$ cat config.mk
export PLATFORM = sky130hd
export DESIGN_NAME = coin_totalizer
export DESIGN_NICKNAME = d
export VERILOG_FILES = /design/src/rtl/coin_pkg.sv /design/src/rtl/coin_strobe_sync.sv /design/src/rtl/coin_value_decode.sv /design/src/rtl/coin_total_reg.sv /design/src/rtl/coin_totalizer.sv
export SDC_FILE = /design/constraint.sdc
export NUM_CORES = 1
export LEC_CHECK = 0
export BUFFER_PORTS_ARGS = -buffer_cell sky130_fd_sc_hd__buf_2
export CELL_PAD_IN_SITES_DETAIL_PLACEMENT = 0
export CELL_PAD_IN_SITES_GLOBAL_PLACEMENT = 2
export CORE_UTILIZATION = 36
export DETAILED_ROUTE_END_ITERATION = 7
export GPL_TIMING_DRIVEN = 0
export PLACE_DENSITY = 0.87
export REMOVE_ABC_BUFFERS = 1
export SLEW_MARGIN = 20
export SYNTH_ARGS = -nofsm -noshare
export SYNTH_HDL_FRONTEND = slang
export SYNTH_SLANG_ARGS = --single-unit
$ cat constraint.sdc
create_clock -name clk -period 3.77 [get_ports clk]
set_input_delay 0.377 -clock clk [delete_from_list [all_inputs] [get_ports clk]]
set_output_delay 0.377 -clock clk [all_outputs]
set_load 0.01 [all_outputs]
$ cat src/rtl/coin_pkg.sv
package coin_pkg;
  localparam int unsigned NICKEL_CENTS  = 5;
  localparam int unsigned DIME_CENTS    = 10;
  localparam int unsigned QUARTER_CENTS = 25;
  localparam int unsigned CREDIT_CENTS  = 30;

  typedef struct packed {
    logic quarter;
    logic dime;
    logic nickel;
  } coin_sel_t;
endpackage

$ cat src/rtl/coin_strobe_sync.sv
module coin_strobe_sync #(
  parameter int unsigned STAGES = 2
) (
  input  logic              clk,
  input  logic              rst_n,
  input  logic              strobe_async,
  input  coin_pkg::coin_sel_t sel_async,
  output logic              strobe_rise,
  output coin_pkg::coin_sel_t sel_sync
);
  localparam int unsigned PW = $bits(coin_pkg::coin_sel_t) + 1;

  logic [PW-1:0] pipe [STAGES];
  logic          strobe_prev;

  always_ff @(posedge clk or negedge rst_n) begin
    if (!rst_n) begin
      for (int i = 0; i < int'(STAGES); i++) pipe[i] <= '0;
      strobe_prev <= 1'b0;
    end else begin
      pipe[0] <= {strobe_async, sel_async};
      for (int i = 1; i < int'(STAGES); i++) pipe[i] <= pipe[i-1];
      strobe_prev <= pipe[STAGES-1][PW-1];
    end
  end

  assign strobe_rise = pipe[STAGES-1][PW-1] & ~strobe_prev;
  assign sel_sync    = coin_pkg::coin_sel_t'(pipe[STAGES-1][PW-2:0]);

  // a detected rise is never two cycles long
  p_single_add_r3: assert property (@(posedge clk) disable iff (!rst_n)
    strobe_rise |=> !strobe_rise);
endmodule

$ cat src/rtl/coin_value_decode.sv
module coin_value_decode #(
  parameter int unsigned VAL_W = 7
) (
  input  coin_pkg::coin_sel_t sel,
  output logic [VAL_W-1:0]    value,
  output logic                valid
);
  always_comb begin
    valid = 1'b1;
    unique case (sel)
      3'b001:  value = VAL_W'(coin_pkg::NICKEL_CENTS);
      3'b010:  value = VAL_W'(coin_pkg::DIME_CENTS);
      3'b100:  value = VAL_W'(coin_pkg::QUARTER_CENTS);
      default: begin
        value = '0;
        valid = 1'b0;
      end
    endcase
  end
endmodule

$ cat src/rtl/coin_total_reg.sv
module coin_total_reg #(
  parameter int unsigned W = 7
) (
  input  logic         clk,
  input  logic         rst_n,
  input  logic         add_en,
  input  logic [W-1:0] add_val,
  output logic [W-1:0] total
);
  localparam logic [W-1:0] MAX = '1;

  logic [W:0] sum;
  assign sum = {1'b0, total} + {1'b0, add_val};

  always_ff @(posedge clk or negedge rst_n) begin
    if (!rst_n)      total <= '0;
    else if (add_en) total <= sum[W] ? MAX : sum[W-1:0];
  end

  // nothing but an accepted coin moves the total
  p_only_on_add_r4: assert property (@(posedge clk) disable iff (!rst_n)
    !add_en |=> $stable(total));
  // the total never wraps to a smaller value
  p_no_overflow_r6: assert property (@(posedge clk) disable iff (!rst_n)
    add_en |=> total >= $past(total));
  // a coin that fits is added exactly
  p_add_amount_r2: assert property (@(posedge clk) disable iff (!rst_n)
    (add_en && !sum[W]) |=> {1'b0, total} == $past(sum));
endmodule

$ cat src/rtl/coin_totalizer.sv
module coin_totalizer #(
  parameter int unsigned TOTAL_W     = 7,
  parameter int unsigned SYNC_STAGES = 2
) (
  input  logic               clk,
  input  logic               rst_n,
  input  logic               coin_strobe,
  input  logic               coin_nickel,
  input  logic               coin_dime,
  input  logic               coin_quarter,
  output logic [TOTAL_W-1:0] total_cents,
  output logic               credit_ok
);
  localparam logic [TOTAL_W-1:0] THRESH = TOTAL_W'(coin_pkg::CREDIT_CENTS);

  coin_pkg::coin_sel_t sel_in, sel_s;
  logic               rise, val_ok, add_en;
  logic [TOTAL_W-1:0] coin_val;

  assign sel_in = '{quarter: coin_quarter, dime: coin_dime, nickel: coin_nickel};

  coin_strobe_sync #(.STAGES(SYNC_STAGES)) u_sync (
    .clk(clk), .rst_n(rst_n), .strobe_async(coin_strobe), .sel_async(sel_in),
    .strobe_rise(rise), .sel_sync(sel_s));

  coin_value_decode #(.VAL_W(TOTAL_W)) u_dec (
    .sel(sel_s), .value(coin_val), .valid(val_ok));

  assign add_en = rise & val_ok;

  coin_total_reg #(.W(TOTAL_W)) u_total (
    .clk(clk), .rst_n(rst_n), .add_en(add_en), .add_val(coin_val),
    .total(total_cents));

  assign credit_ok = (total_cents >= THRESH);

  initial assert (TOTAL_W >= 6) else $error("TOTAL_W too small for 55 cents");

  // credit, once earned, is held until reset
  p_credit_sticky_r7: assert property (@(posedge clk) disable iff (!rst_n)
    credit_ok |=> credit_ok);
endmodule

==> summary.md <==
| Metric | Value |
|---|---|
| DRC | `0` |
| Syn Area/Cell | `~11 sq um` |
| Hold Crit Class | `in -> reg` |
| Largest cells by area after synthesis | `dfrtp_1, ha_1, nor2_1` |
| Seq cells post-synth | `16` |
| Synth warnings | `0` |
| Max VDD drop | `0.3096 mV` |
| IO Pins | `14` |
| Sum of buffers and inverters on the critical path | `1` |
| Deepest clock path buffer count | `2` |
| TritonCTS clock tree | `built` |
| Hold Slack | `0.1885 ns` |
| Die Y | `48.53 um` |
| IO buf count | `13` |
| Fin crit period | `2.485 ns` |
| RSZ-0062 raised after global routing | `false` |
| Area of the mapped netlist | `779.5 sq um` |
| Skew final | `0.005415 ns` |
| Worst-path clk slew | `~0.090 ns` |
| Postcts setup bufs | `0` |
| Vias/cell | `4.807` |
| First-pass GRT wire length | `~2.4 mm` |
| Power consumption | `595.7 uW` |
| Max incr delay on CP | `about 0.43 ns` |
| Drt pass-1 iters | `4` |
| Yosys top cell area share | `51.36%` |
| Gate Count Post-Synth | `70` |
| Maximum clock rate | `0.4025 GHz` |
| CP startpoint kind | `flip-flop` |
| Die extent in x | `48.53 um` |
| CP Cell Sequence | `nor3b_2, or2_2, ha_1, inv_1, fa_1, nand2b_1, a211oi_1, o211ai_1, mux2_1` |
| Slowest cell on the critical path | `dfrtp_1` |
| Final hold vios | `0` |
| Worst Setup End Kind | `flip-flop` |
| Initial Utilization | `38.94%` |
| Pre-CTS setup slack | `1.333 ns` |
| Nets | `100` |
| Main synth FF type | `dfrtp_1` |
| Clock latency on the worst-skew pair | `0.29 ns` |
| Post-DP HPWL | `1.022 mm` |
| Post-route antenna net violation count | `0` |
| Layout area overhead | `17.98%` |
| Worst Tran Pin Value | `about 0.42 ns` |
| Register area share after synthesis | `51.36%` |
| Initial antenna violation count | `0` |
| Area leader, netlist | `dfrtp_1` |
| Asr flop ratio synth | `100.0%` |
| Fin area | `919.6 sq um` |
| Vias in the first global route | `533` |
| # Max-Cap Violations | `0` |
| Root buffer cell | `clkbuf_4` |
| Crit path max fanout | `4` |
| CP required | `3.95 ns` |
| Final critical-path share of the clock period | `65.90%` |
| LEAKAGE | `0.4471 nW` |
| Most common cell after layout, fill and taps aside | `dfrtp_1` |
| Crit Path Category | `reg -> reg` |
| Final setup vio count | `0` |
| Post-synth EDFFs | `0` |
| GPL Wtd Cong | `0.7684` |
| Setup ws final | `1.285 ns` |
| Initial drt markers | `14` |
| Status | `finished clean` |
| Relative slew slack | `72.13%` |
| TritonCTS Sinks | `16` |
| Worst path arrival time | `2.66 ns` |
| Crit path max-delay family | `simple AND/OR/NAND/NOR gates` |
| Remaining Overflow, GRT | `0` |
| Post-Route WL | `1.401 mm` |
| Dpl cell area | `873.3 sq um` |
| Layout cells sized above 1 | `27.59%` |
| PD cells | `647.7 mW/mm^2` |
| Most frequent cells in the layout | `dfrtp_1, buf_2, nor2_1` |
| # rows | `16` |
| Inserted Clock Buffers | `3` |
| Placeable core region | `0.002002 sq mm` |
| Setup TNS | `0 ns` |
| Vias | `548` |
| Post-synth cell types | `25` |
| N_diodes | `0` |
| Die area | `0.002355 sq mm` |
| Largest net degree at the start of global routing | `17` |
| Wire length per cell | `12.29 um` |
| Max Slew Vio Count | `0` |
| GRT Overall Usage | `roughly 14%` |
| H-tree depth | `1` |
cell type report:
| cell class | count | area (sq um) |
|---|---|---|
| well taps | 27 | 33.78 |
| multi-input cells | 47 | 351.6 |
| clock buffers | 4 | 36.28 |
| flip-flops and latches | 16 | 400.4 |
| inverters | 6 | 22.52 |
| fillers | 208 | 1082 |
| repair buffers | 14 | 75.07 |
synthesized netlist by cell type, drive strengths merged (3+ instances only):
cell and number:
inv 6, ha 5, a21oi 3, dfrtp 16, nand2 3, a21o 3
a31oi 5, nor2 9
registers in the layout, indices dropped and copies added, names as in the netlist:
register and cells:
u_sync.pipe 5, u_sync.sel_sync 3, u_sync.strobe_prev 1, u_total.total 7
power by group:
group | switching [mW] | leakage (nW) | internal [mW]
registers | 0.0410 | 0.183 | 0.209
logic | 0.122 | 0.243 | 0.109
clock network | 0.0564 | 0.0210 | 0.0588
worst paths after layout:
| kind | to | startpoint | depth (start not counted) | slack [ns] |
|---|---|---|---|---|
| max reg2reg | u_total.total[6] | u_sync.sel_sync[1] | 9 | 1.29 |
| max in group asynchronous | u_sync.pipe[4] | rst_n | 2 | 3.00 |
| min | u_sync.pipe[7] | coin_strobe | 1 | 0.19 |
| min reg2reg | u_sync.pipe[3] | u_sync.pipe[7] | 0 | 0.35 |
| max | u_total.total[6] | u_sync.sel_sync[1] | 9 | 1.29 |
| min in group asynchronous | u_sync.strobe_prev | rst_n | 2 | 0.51 |
worst register-to-register path: cells and delay by family, from the launching register on:
family / cells / cell delay, ns
compound gates: 2 / 0.35
fa+ha+maj: 2 / 0.54
buf+inv: 1 / 0.05
flops: 1 / 0.43
mux: 1 / 0.33
simple gates: 3 / 0.66
what timing repair did:
action,4_1_cts,5_1_grt
hold endpoints to repair,16,0
hold buffers,1,0
gates resized for setup,0,0
metrics by stage:
stage / utilization [%] / instances
2_1_floorplan: - / 69
3_5_place_dp: 43.63 / 109
4_1_cts: 45.94 / 114
6_report: 45.94 / 114
3_3_place_gp: 43.63 / 109
5_1_grt: 45.94 / 114
layer usage:
layer / vias to the layer above / routed length [um] / track usage, %
li1: 278 / - / -
met1: 253 / 680 / 17.43
met5: - / 0 / 0
met2: 15 / 639 / 22.30
met3: 2 / 63 / 5.660
met4: 0 / 19 / 2.941
cell families after synthesis:
logic type | Yosys count | synth area share [%]
AOI/OAI and AO/OA | 15 | 13.00
xor gates and xnor gates | 3 | 3.371
adders and majority gates | 6 | 10.59
buffers and inverters | 7 | 3.530
DFF | 16 | 51.36
muxes | 2 | 3.370
and+or+nand+nor | 21 | 14.77
No activity file was read; power rests on OpenSTA's default activity.
